$ cat src/rtl/loop_seq_pkg.sv
package loop_seq_pkg;
  localparam int HOST_AW = 8;
  localparam int ADDR_CTRL   = 8'h00;
  localparam int ADDR_PERIOD = 8'h01;
  localparam int ADDR_BANK   = 8'h02;
  localparam int ADDR_STATUS = 8'h03;
  localparam int ADDR_KICK   = 8'h04;
  localparam int STATE_BASE  = 8'h20;
  localparam int COEF_BASE   = 8'h40;
  localparam int STAT_BANK_LSB = 4;

  typedef struct packed {
    logic accept;   // step accepted: move samples to engine side
    logic publish;  // engine finished: move results to converter side
  } seqStrobe_t;
endpackage

$ cat src/rtl/loop_seq_ctrl.sv
module loop_seq_ctrl
  import loop_seq_pkg::*;
#(
  parameter int DW = 16,
  parameter int PW = 16,
  parameter int BW = 1,
  parameter int RST_PERIOD = 16
) (
  input  logic               clk,
  input  logic               rst_n,
  input  logic               hostWe,
  input  logic [HOST_AW-1:0] hostAddr,
  input  logic [DW-1:0]      hostWdata,
  input  logic               engDone,
  output seqStrobe_t         strobe,
  output logic               enable,
  output logic [PW-1:0]      period,
  output logic [BW-1:0]      pendBank,
  output logic [BW-1:0]      activeBank,
  output logic               busy,
  output logic               overrun,
  output logic               engStart
);
  logic [PW-1:0] tickCnt;
  logic timerTick, hostKick, trig, ovrSet, statWr;

  assign timerTick = enable && (({1'b0, tickCnt} + 1'b1) >= {1'b0, period});
  assign hostKick  = hostWe && (int'(hostAddr) == ADDR_KICK);
  assign statWr    = hostWe && (int'(hostAddr) == ADDR_STATUS);
  assign trig      = timerTick || hostKick;
  assign ovrSet    = trig && busy;
  assign strobe.accept  = trig && !busy;
  assign strobe.publish = engDone && busy;

  always_ff @(posedge clk) begin
    if (!rst_n) begin
      enable   <= 1'b0;
      period   <= PW'(RST_PERIOD);
      pendBank <= '0;
    end else if (hostWe) begin
      if (int'(hostAddr) == ADDR_CTRL)   enable   <= hostWdata[0];
      if (int'(hostAddr) == ADDR_PERIOD) period   <= hostWdata[PW-1:0];
      if (int'(hostAddr) == ADDR_BANK)   pendBank <= hostWdata[BW-1:0];
    end
  end

  always_ff @(posedge clk) begin
    if (!rst_n)         tickCnt <= '0;
    else if (!enable)   tickCnt <= '0;
    else if (timerTick) tickCnt <= '0;
    else                tickCnt <= tickCnt + 1'b1;
  end

  always_ff @(posedge clk) begin
    if (!rst_n) begin
      busy       <= 1'b0;
      overrun    <= 1'b0;
      engStart   <= 1'b0;
      activeBank <= '0;
    end else begin
      engStart <= strobe.accept;
      if (strobe.accept) begin
        busy       <= 1'b1;
        activeBank <= pendBank;
      end else if (strobe.publish) begin
        busy <= 1'b0;
      end
      if (ovrSet)      overrun <= 1'b1;
      else if (statWr) overrun <= 1'b0;
    end
  end
endmodule

$ cat src/rtl/loop_seq_dpath.sv
module loop_seq_dpath
  import loop_seq_pkg::*;
#(
  parameter int DW = 16,
  parameter int PW = 16,
  parameter int BW = 1,
  parameter int NCH = 2,
  parameter int NBANK = 2,
  parameter int NCOEF = 8,
  parameter int NSTATE = 8,
  localparam int CIW = $clog2(NCOEF),
  localparam int SIW = $clog2(NSTATE),
  localparam int NCE = NBANK * NCOEF
) (
  input  logic               clk,
  input  logic               rst_n,
  input  seqStrobe_t         strobe,
  input  logic               adcValid,
  input  logic [NCH*DW-1:0]  adcFlat,
  input  logic [NCH*DW-1:0]  resFlat,
  output logic [NCH*DW-1:0]  engInFlat,
  output logic [NCH*DW-1:0]  dacFlat,
  input  logic [BW-1:0]      activeBank,
  input  logic [CIW-1:0]     engCoefIdx,
  output logic [DW-1:0]      engCoefData,
  input  logic               engStateWe,
  input  logic [SIW-1:0]     engStateIdx,
  input  logic [DW-1:0]      engStateData,
  input  logic               hostWe,
  input  logic [HOST_AW-1:0] hostAddr,
  input  logic [DW-1:0]      hostWdata,
  input  logic               enable,
  input  logic [PW-1:0]      period,
  input  logic [BW-1:0]      pendBank,
  input  logic               busy,
  input  logic               overrun,
  output logic [DW-1:0]      hostRdata
);
  logic [DW-1:0] coefMem  [NCE];
  logic [DW-1:0] stateMem [NSTATE];

  // One shadowed pair per converter channel on each side
  for (genvar g = 0; g < NCH; g++) begin : gChan
    logic [DW-1:0] shadowQ, engQ, dacQ;
    always_ff @(posedge clk) begin
      if (!rst_n) begin
        shadowQ <= '0;
        engQ    <= '0;
        dacQ    <= '0;
      end else begin
        if (adcValid)       shadowQ <= adcFlat[g*DW +: DW];
        if (strobe.accept)  engQ    <= shadowQ;
        if (strobe.publish) dacQ    <= resFlat[g*DW +: DW];
      end
    end
    assign engInFlat[g*DW +: DW] = engQ;
    assign dacFlat[g*DW +: DW]   = dacQ;
  end

  always_ff @(posedge clk) begin
    if (!rst_n) begin
      for (int k = 0; k < NCE; k++) coefMem[k] <= '0;
    end else if (hostWe) begin
      for (int k = 0; k < NCE; k++)
        if (int'(hostAddr) == COEF_BASE + k) coefMem[k] <= hostWdata;
    end
  end

  always_ff @(posedge clk) begin
    if (!rst_n) begin
      for (int k = 0; k < NSTATE; k++) stateMem[k] <= '0;
    end else if (engStateWe) begin
      for (int k = 0; k < NSTATE; k++)
        if (int'(engStateIdx) == k) stateMem[k] <= engStateData;
    end
  end

  always_comb begin
    engCoefData = '0;
    for (int k = 0; k < NCE; k++)
      if (k == int'(activeBank) * NCOEF + int'(engCoefIdx)) engCoefData = coefMem[k];
  end

  always_comb begin
    hostRdata = '0;
    case (int'(hostAddr))
      ADDR_CTRL:   hostRdata[0] = enable;
      ADDR_PERIOD: hostRdata[PW-1:0] = period;
      ADDR_BANK:   hostRdata[BW-1:0] = pendBank;
      ADDR_STATUS: begin
        hostRdata[0] = busy;
        hostRdata[1] = overrun;
        hostRdata[STAT_BANK_LSB +: BW] = activeBank;
      end
      default: ;
    endcase
    for (int k = 0; k < NSTATE; k++)
      if (int'(hostAddr) == STATE_BASE + k) hostRdata = stateMem[k];
    for (int k = 0; k < NCE; k++)
      if (int'(hostAddr) == COEF_BASE + k) hostRdata = coefMem[k];
  end
endmodule

$ cat src/rtl/loop_seq.sv
module loop_seq
  import loop_seq_pkg::*;
#(
  parameter int DW = 16,
  parameter int PW = 16,
  parameter int NBANK = 2,
  parameter int NCOEF = 8,
  parameter int NSTATE = 8,
  parameter int RST_PERIOD = 16,
  localparam int BW = (NBANK > 1) ? $clog2(NBANK) : 1,
  localparam int CIW = $clog2(NCOEF),
  localparam int SIW = $clog2(NSTATE)
) (
  input  logic           clk,
  input  logic           rst_n,
  input  logic           adcValid,
  input  logic [DW-1:0]  adc0In,
  input  logic [DW-1:0]  adc1In,
  output logic [DW-1:0]  dac0Out,
  output logic [DW-1:0]  dac1Out,
  output logic           engStart,
  output logic [DW-1:0]  engIn0,
  output logic [DW-1:0]  engIn1,
  output logic [BW-1:0]  engBank,
  input  logic [CIW-1:0] engCoefIdx,
  output logic [DW-1:0]  engCoefData,
  input  logic           engDone,
  input  logic [DW-1:0]  engOut0,
  input  logic [DW-1:0]  engOut1,
  input  logic           engStateWe,
  input  logic [SIW-1:0] engStateIdx,
  input  logic [DW-1:0]  engStateData,
  input  logic           hostWe,
  input  logic [7:0]     hostAddr,
  input  logic [DW-1:0]  hostWdata,
  output logic [DW-1:0]  hostRdata
);
  seqStrobe_t    strobe;
  logic          enable, busy, overrun;
  logic [PW-1:0] period;
  logic [BW-1:0] pendBank, activeBank;
  logic [2*DW-1:0] engInFlat, dacFlat;

  loop_seq_ctrl #(.DW(DW), .PW(PW), .BW(BW), .RST_PERIOD(RST_PERIOD)) u_ctrl (
    .clk(clk), .rst_n(rst_n), .hostWe(hostWe), .hostAddr(hostAddr),
    .hostWdata(hostWdata), .engDone(engDone), .strobe(strobe),
    .enable(enable), .period(period), .pendBank(pendBank),
    .activeBank(activeBank), .busy(busy), .overrun(overrun),
    .engStart(engStart)
  );

  loop_seq_dpath #(.DW(DW), .PW(PW), .BW(BW), .NCH(2), .NBANK(NBANK),
                   .NCOEF(NCOEF), .NSTATE(NSTATE)) u_dpath (
    .clk(clk), .rst_n(rst_n), .strobe(strobe), .adcValid(adcValid),
    .adcFlat({adc1In, adc0In}), .resFlat({engOut1, engOut0}),
    .engInFlat(engInFlat), .dacFlat(dacFlat), .activeBank(activeBank),
    .engCoefIdx(engCoefIdx), .engCoefData(engCoefData),
    .engStateWe(engStateWe), .engStateIdx(engStateIdx),
    .engStateData(engStateData), .hostWe(hostWe), .hostAddr(hostAddr),
    .hostWdata(hostWdata), .enable(enable), .period(period),
    .pendBank(pendBank), .busy(busy), .overrun(overrun),
    .hostRdata(hostRdata)
  );

  assign engIn0  = engInFlat[DW-1:0];
  assign engIn1  = engInFlat[2*DW-1:DW];
  assign dac0Out = dacFlat[DW-1:0];
  assign dac1Out = dacFlat[2*DW-1:DW];
  assign engBank = activeBank;
endmodule

$ cat config.mk
export PLATFORM = sky130hd
export DESIGN_NAME = loop_seq
export DESIGN_NICKNAME = d
export VERILOG_FILES = /design/src/rtl/loop_seq_pkg.sv /design/src/rtl/loop_seq_ctrl.sv /design/src/rtl/loop_seq_dpath.sv /design/src/rtl/loop_seq.sv
export SDC_FILE = /design/constraint.sdc
export NUM_CORES = 1
export LEC_CHECK = 0
export BUFFER_PORTS_ARGS = -buffer_cell sky130_fd_sc_hd__buf_2
export CAP_MARGIN = 0
export CORE_MARGIN = 2
export CORE_UTILIZATION = 37
export CTS_CLUSTER_SIZE = 28
export DETAILED_ROUTE_END_ITERATION = 8
export HOLD_SLACK_MARGIN = 0.03
export PLACE_DENSITY = 0.65
export SYNTH_ARGS = -nofsm -noshare
export SYNTH_HDL_FRONTEND = slang
export SYNTH_SLANG_ARGS = --single-unit
$ cat constraint.sdc
create_clock -name clk -period 10.35 [get_ports clk]
set_clock_uncertainty 0.2 [all_clocks]
set_input_delay 1.035 -clock clk [delete_from_list [all_inputs] [get_ports clk]]
set_output_delay 1.035 -clock clk [all_outputs]
set_load 0.01 [all_outputs]
## Yosys cells after proc, flatten, opt, wreduce, memory -nomap -nowiden

Memories as Yosys holds them, arrays and structs flattened.
Index checks and enable logic that the tools add are counted.

- $add $sub $neg: 3
- $lt $le $gt $ge: 1
- Equality and inequality tests: 53
- Mux-type cells: 170
- Bitwise operators: 26
- Reductions and logical operators: 18

Operators by type and width:

| kind | number |
|---|---|
| $mux W16 | 64 |
| $eq A5 B32 Y1 const A | 8 |
| $eq A4 B32 Y1 const A | 4 |
| $eq A8 B8 Y1 const B | 16 |
| $mux W1 | 101 |
| $eq A3 B32 Y1 const A | 2 |
| $eq A8 B7 Y1 const B | 8 |
| $eq A2 B32 Y1 const A | 1 |
| $logic_not A32 Y1 | 1 |
| $eq A8 B2 Y1 const B | 3 |
| $or A1 B1 Y1 | 24 |
| $add A16 B1 Y17 const B | 1 |
| $ge A17 B16 Y1 | 1 |
| $add A16 B1 Y16 const B | 1 |
| $eq A8 B3 Y1 const B | 2 |
| $logic_not A8 Y1 | 2 |
| $eq A3 B3 Y1 const B | 4 |
| $mux W11 | 1 |
| $eq A8 B1 Y1 const B | 1 |
| $eq A8 B4 Y1 const B | 1 |
| $eq A3 B2 Y1 const B | 2 |
| $logic_and A1 B1 Y1 | 6 |
| $reduce_and A2 Y1 | 3 |
| $add A4 B3 Y5 | 1 |
| 10 further kinds | 13 |

- Register bits: 134
- Bits in writable memories: 384
- Input port bits: 116
- Output and inout port bits: 98
- Logic and storage cells: 287
- Memories: 2

Memories:

| memory | words | width | rd ports | clocked after memory_dff | wr ports | line | RTL |
|---|---|---|---|---|---|---|---|
| u_dpath.coefMem | 16 | 16 | 16 | 0 | 16 | loop_seq_dpath.sv:39 | `logic [DW-1:0] coefMem [NCE];` |
| u_dpath.stateMem | 8 | 16 | 8 | 0 | 8 | loop_seq_dpath.sv:40 | `logic [DW-1:0] stateMem [NSTATE];` |

## Depth between registers and ports, before layout

- Depth in word-level cells: 26
- Mapped depth: 14
- Gate-level depth less buffers: 12

## Modules after synthesis

A second synthesis with hierarchy kept.

- Cells, all modules: 2432
- Area total of the unflattened synthesis: 25695.9 um^2

By module, submodules not included:

| module | instances | cells each | area each (um^2) | seq. area each (um^2) |
|---|---|---|---|---|
| loop_seq_dpath | 1 | 2196 | 23706.5 | 13452.9 |
| loop_seq_ctrl | 1 | 236 | 1989.4 | 760.7 |

## Least setup slack after synthesis

OpenSTA, ideal clock, no wires.

- Path kind: input to register
- From: input port hostAddr[5]
- To: memory u_dpath.coefMem[10][0], in the netlist u_dpath.coefMem[1][32], enable pin
- Setup time: 414 ps
- Data arrival time: 3651 ps
- Slack: 6085 ps
- Cell stages on the path: 6
- Cell sequence: or4b_2 > buf_2 > nor2_1 > clkbuf_1 > nand2_1 > o31ai_1

RTL lines:

| element | line | RTL |
|---|---|---|
| start, declared | loop_seq.sv:34 | `input logic [7:0] hostAddr,` |
| end, declared | loop_seq_dpath.sv:39 |  |

## Worst setup path in the final report

- From: input port hostAddr[0]
- To: output port hostRdata[0]

- Word-level cells in the longest chain between the ends: 26

Ends and longest elaborated chain:

| element | line | RTL |
|---|---|---|
| $eq A8 B2 Y1, or another cell as far along | loop_seq_dpath.sv:86 | `case (int'(hostAddr))` |
| $pmux W1 S4 | loop_seq_dpath.sv:86 |  |
| $mux W16 (8 in series) | loop_seq_dpath.sv:98 | `if (int'(hostAddr) == STATE_BASE + k) hostRdata = stateMem[k];` |
| $mux W16 (15 in series) | loop_seq_dpath.sv:100 | `if (int'(hostAddr) == COEF_BASE + k) hostRdata = coefMem[k];` |
| $mux W16 * | loop_seq_dpath.sv:100 |  |
| end, declared | loop_seq.sv:36 | `output logic [DW-1:0] hostRdata` |

Mark *: on every way between the ends. The rest lies on a longest branch, timed or not.

==> reports/metrics.csv <==
metric;value;unit
first-iteration detailed-routing DRC count;2786;
initial core utilization;37.2;%
TritonCTS clock tree;yes;
GR Util All Layers;30.5;%
initial antenna violation count;11;
final clock period utilization by the worst path;57.7;%
I/O Pins;214;
row cnt;96;
Filler cells;6532;
DP Area;27300;um^2
DRC;0;
Post-synth top flop;edfxtp_1;
VDD IR max;0.140;mV
fin. max-slew vios;0;
adder-cell share of the synthesized area;0.834;%
core area;68500;um^2
# Post-CTS Setup Buffers;0;
Synth area leaders;edfxtp_1 45%, dfxtp_1 11%, nor2_1 5.8%;
worst slew pin tran;1.35;ns
total global routing overflow;0;
Total Power;0.00501;W
Post-synth top cells;392 x nor2_1, 384 x edfxtp_1, 310 x nand2_1;
crit path DAT;4.74;ns
vias per cell;6.08;
# nets final;2721;
Max Cap Viol;0;
P&R area growth vs syn;14.8;%
fin crit period;5.97;ns
syn avg cell area;10.4;um^2
die width;267;um
power density cells;171;nW/um^2
Post-Synth XOR/XNOR Area;0.481;%
Core Util, Final;42.8;%
Hold Crit Class;flip-flop to flip-flop;
Mapped Area;25500;um^2
cell leakage power;10.7;nW
sequential cell area;14200;um^2
DR WL/cell;31.4;um
I/O Buffers;213;
Syn. warnings;0;
Crit Path Category;primary input to output port;
clock transition at the registers of the reported paths;0.06;ns
cts hold-fix bufs;0;
Root Buffer;clkbuf_16;
H-tree depth;2;
largest net degree at the start of global routing;124;
RSZ-0062 raised after global routing;false;
number of synthesized flops with an enable pin;384;
Post-CTS Resized;0;
Fin. Hold Viols;0;
Syn Nets;2587;
vias in the first global route;20800;
routability cong.;1.02;
slowest CP cell;buf_4;
mux share of post-synthesis cell area;8.71;%
CP Capture Type;output port;
required time worst endpoint;9.12;ns
Compound-Gate Fraction of Synth Area;14.9;%
global-route wire length before repair;154000;um
number of setup violations in the final report;0;
via count;21400;
dominant cell by count in the synthesized netlist;nor2_1;
post-synthesis simple-gate area fraction;15.4;%
Mapped Cells;2454;
die area;71000;um^2
Netlist cell types;80;
max incr delay on CP;0.75;ns
final antenna-violating net count;0;
kind of start point of the critical path;primary input;
Yosys top cell area share;45.2;%
setup TNS;0;ns
Async SR Flop Fraction;0;%
CTS Buf Count;56;
main combinational cell family by area after synthesis;simple AND/OR/NAND/NOR gates;
drt first pass iters;7;
Max Clk Rate;167;MHz
Die Y;267;um
Synth Register Bits;518;
Clock Latency Late Sink;0.65;ns
CP Cell Sequence;buf_6, buf_4, and2_0, nand2_1, o21ai_0, a311oi_1, o21ai_1, nand3_1, buf_2;
final wirelength;110000;um
share of cells above drive strength 1;17.2;%
CP Max Fanout;59;
Final Instance Area;29300;um^2
status;complete, no violations;
Sink Count;518;
Hold WS;0.252;ns
register area share after synthesis;55.7;%
area of the multi-input gates;10300;um^2
Slew Limit Headroom;9.79;%
dpl hpwl;80100;um
cell taking the most area after synthesis;edfxtp_1;
Clock Path Buffers;3;
==> cells in the final DEF (no fill, tap or decap), drive strengths merged, types with 8 or more instances in the layout <==
cell and count:
a32oi 13, o22ai 42, a222oi 8, clkinv 28
a22oi 37, nor2 392, a22o 12, mux2i 133
or2 8, a211oi 20, edfxtp 384, o221ai 21
o21ai 120, nand3 45, a21o 11, a21oi 106
ha 17, nand2b 15, nor3 11, o211ai 16
nand2 310, mux2 45, xnor2 8, a31oi 9
mux4 17, clkbuf 68, dfxtp 134, a21boi 49
inv 63, nor2b 69, buf 262, a221oi 16
==> kinds of logic after synthesis <==
family,after synthesis
simple gates,900
compound gates,561
flops,518
buf+inv,249
mux,195
fa+ha+maj,17
xor+xnor,14
==> state kept, by name, summed over array words and instances (netlist names) <==
register,count
u_ctrl.activeBank,1
u_ctrl.engStart,1
u_dpath.gChan.dacQ,32
u_ctrl.period,16
u_ctrl.pendBank,1
u_ctrl.overrun,1
u_ctrl.tickCnt,16
u_dpath.coefMem,256
u_dpath.gChan.shadowQ,32
u_ctrl.busy,1
u_ctrl.enable,1
u_dpath.gChan.engQ,32
u_dpath.stateMem,128
==> path summary, 6_finish.rpt <==
check,startpoint,end,slack [ns],cells past startpoint
setup reg to reg,u_ctrl.tickCnt[0],u_ctrl.tickCnt[13],6.51,12
hold reg to reg,u_dpath.gChan[1].engQ[5],u_dpath.gChan[1].engQ[5],0.25,2
setup / recovery,hostAddr[0],hostRdata[0],4.38,9
hold / removal,u_dpath.gChan[1].engQ[5],u_dpath.gChan[1].engQ[5],0.25,2
==> report_power, final <==
part	switching, W	leakage (nW)	internal, W
sequential	0.0000783	4.77	0.00235
clock	0.000911	0.942	0.00119
combinational	0.000340	4.94	0.000144
==> final cells by class <==
cell class	instances	share of cell area, %
Antenna cell	3	0.0256
Clock buffer	68	5.08
Clock inverter	38	1.52
Inverter	63	0.808
Multi-Input combinational cell	1687	35.3
Sequential cell	518	48.6
Tap cell	882	3.77
Timing Repair Buffer	262	4.95
==> through the flow <==
stage | instances | setup WS, ns
finish | 3521 | 4.38
global route | 3520 | 4.32
CTS | 3518 | 4.55
detailed placement | 3412 | 4.55
global placement | 3412 | 4.72
floorplan | 2454 | 6.09
==> layer usage <==
metal	routed length [um]	GRT usage (%)
met5	63	0
met3	9590	5.68
met1	43800	39.6
met4	7030	17.0
met2	50000	47.9
==> critical path, delay by kind of cell <==
kind	cells	cell delay [ns]
AOI/OAI and AO/OA	3	0.97
and+or+nand+nor	3	1.24
buffers and inverters	3	1.38
No activity file was read; power rests on OpenSTA's default activity.
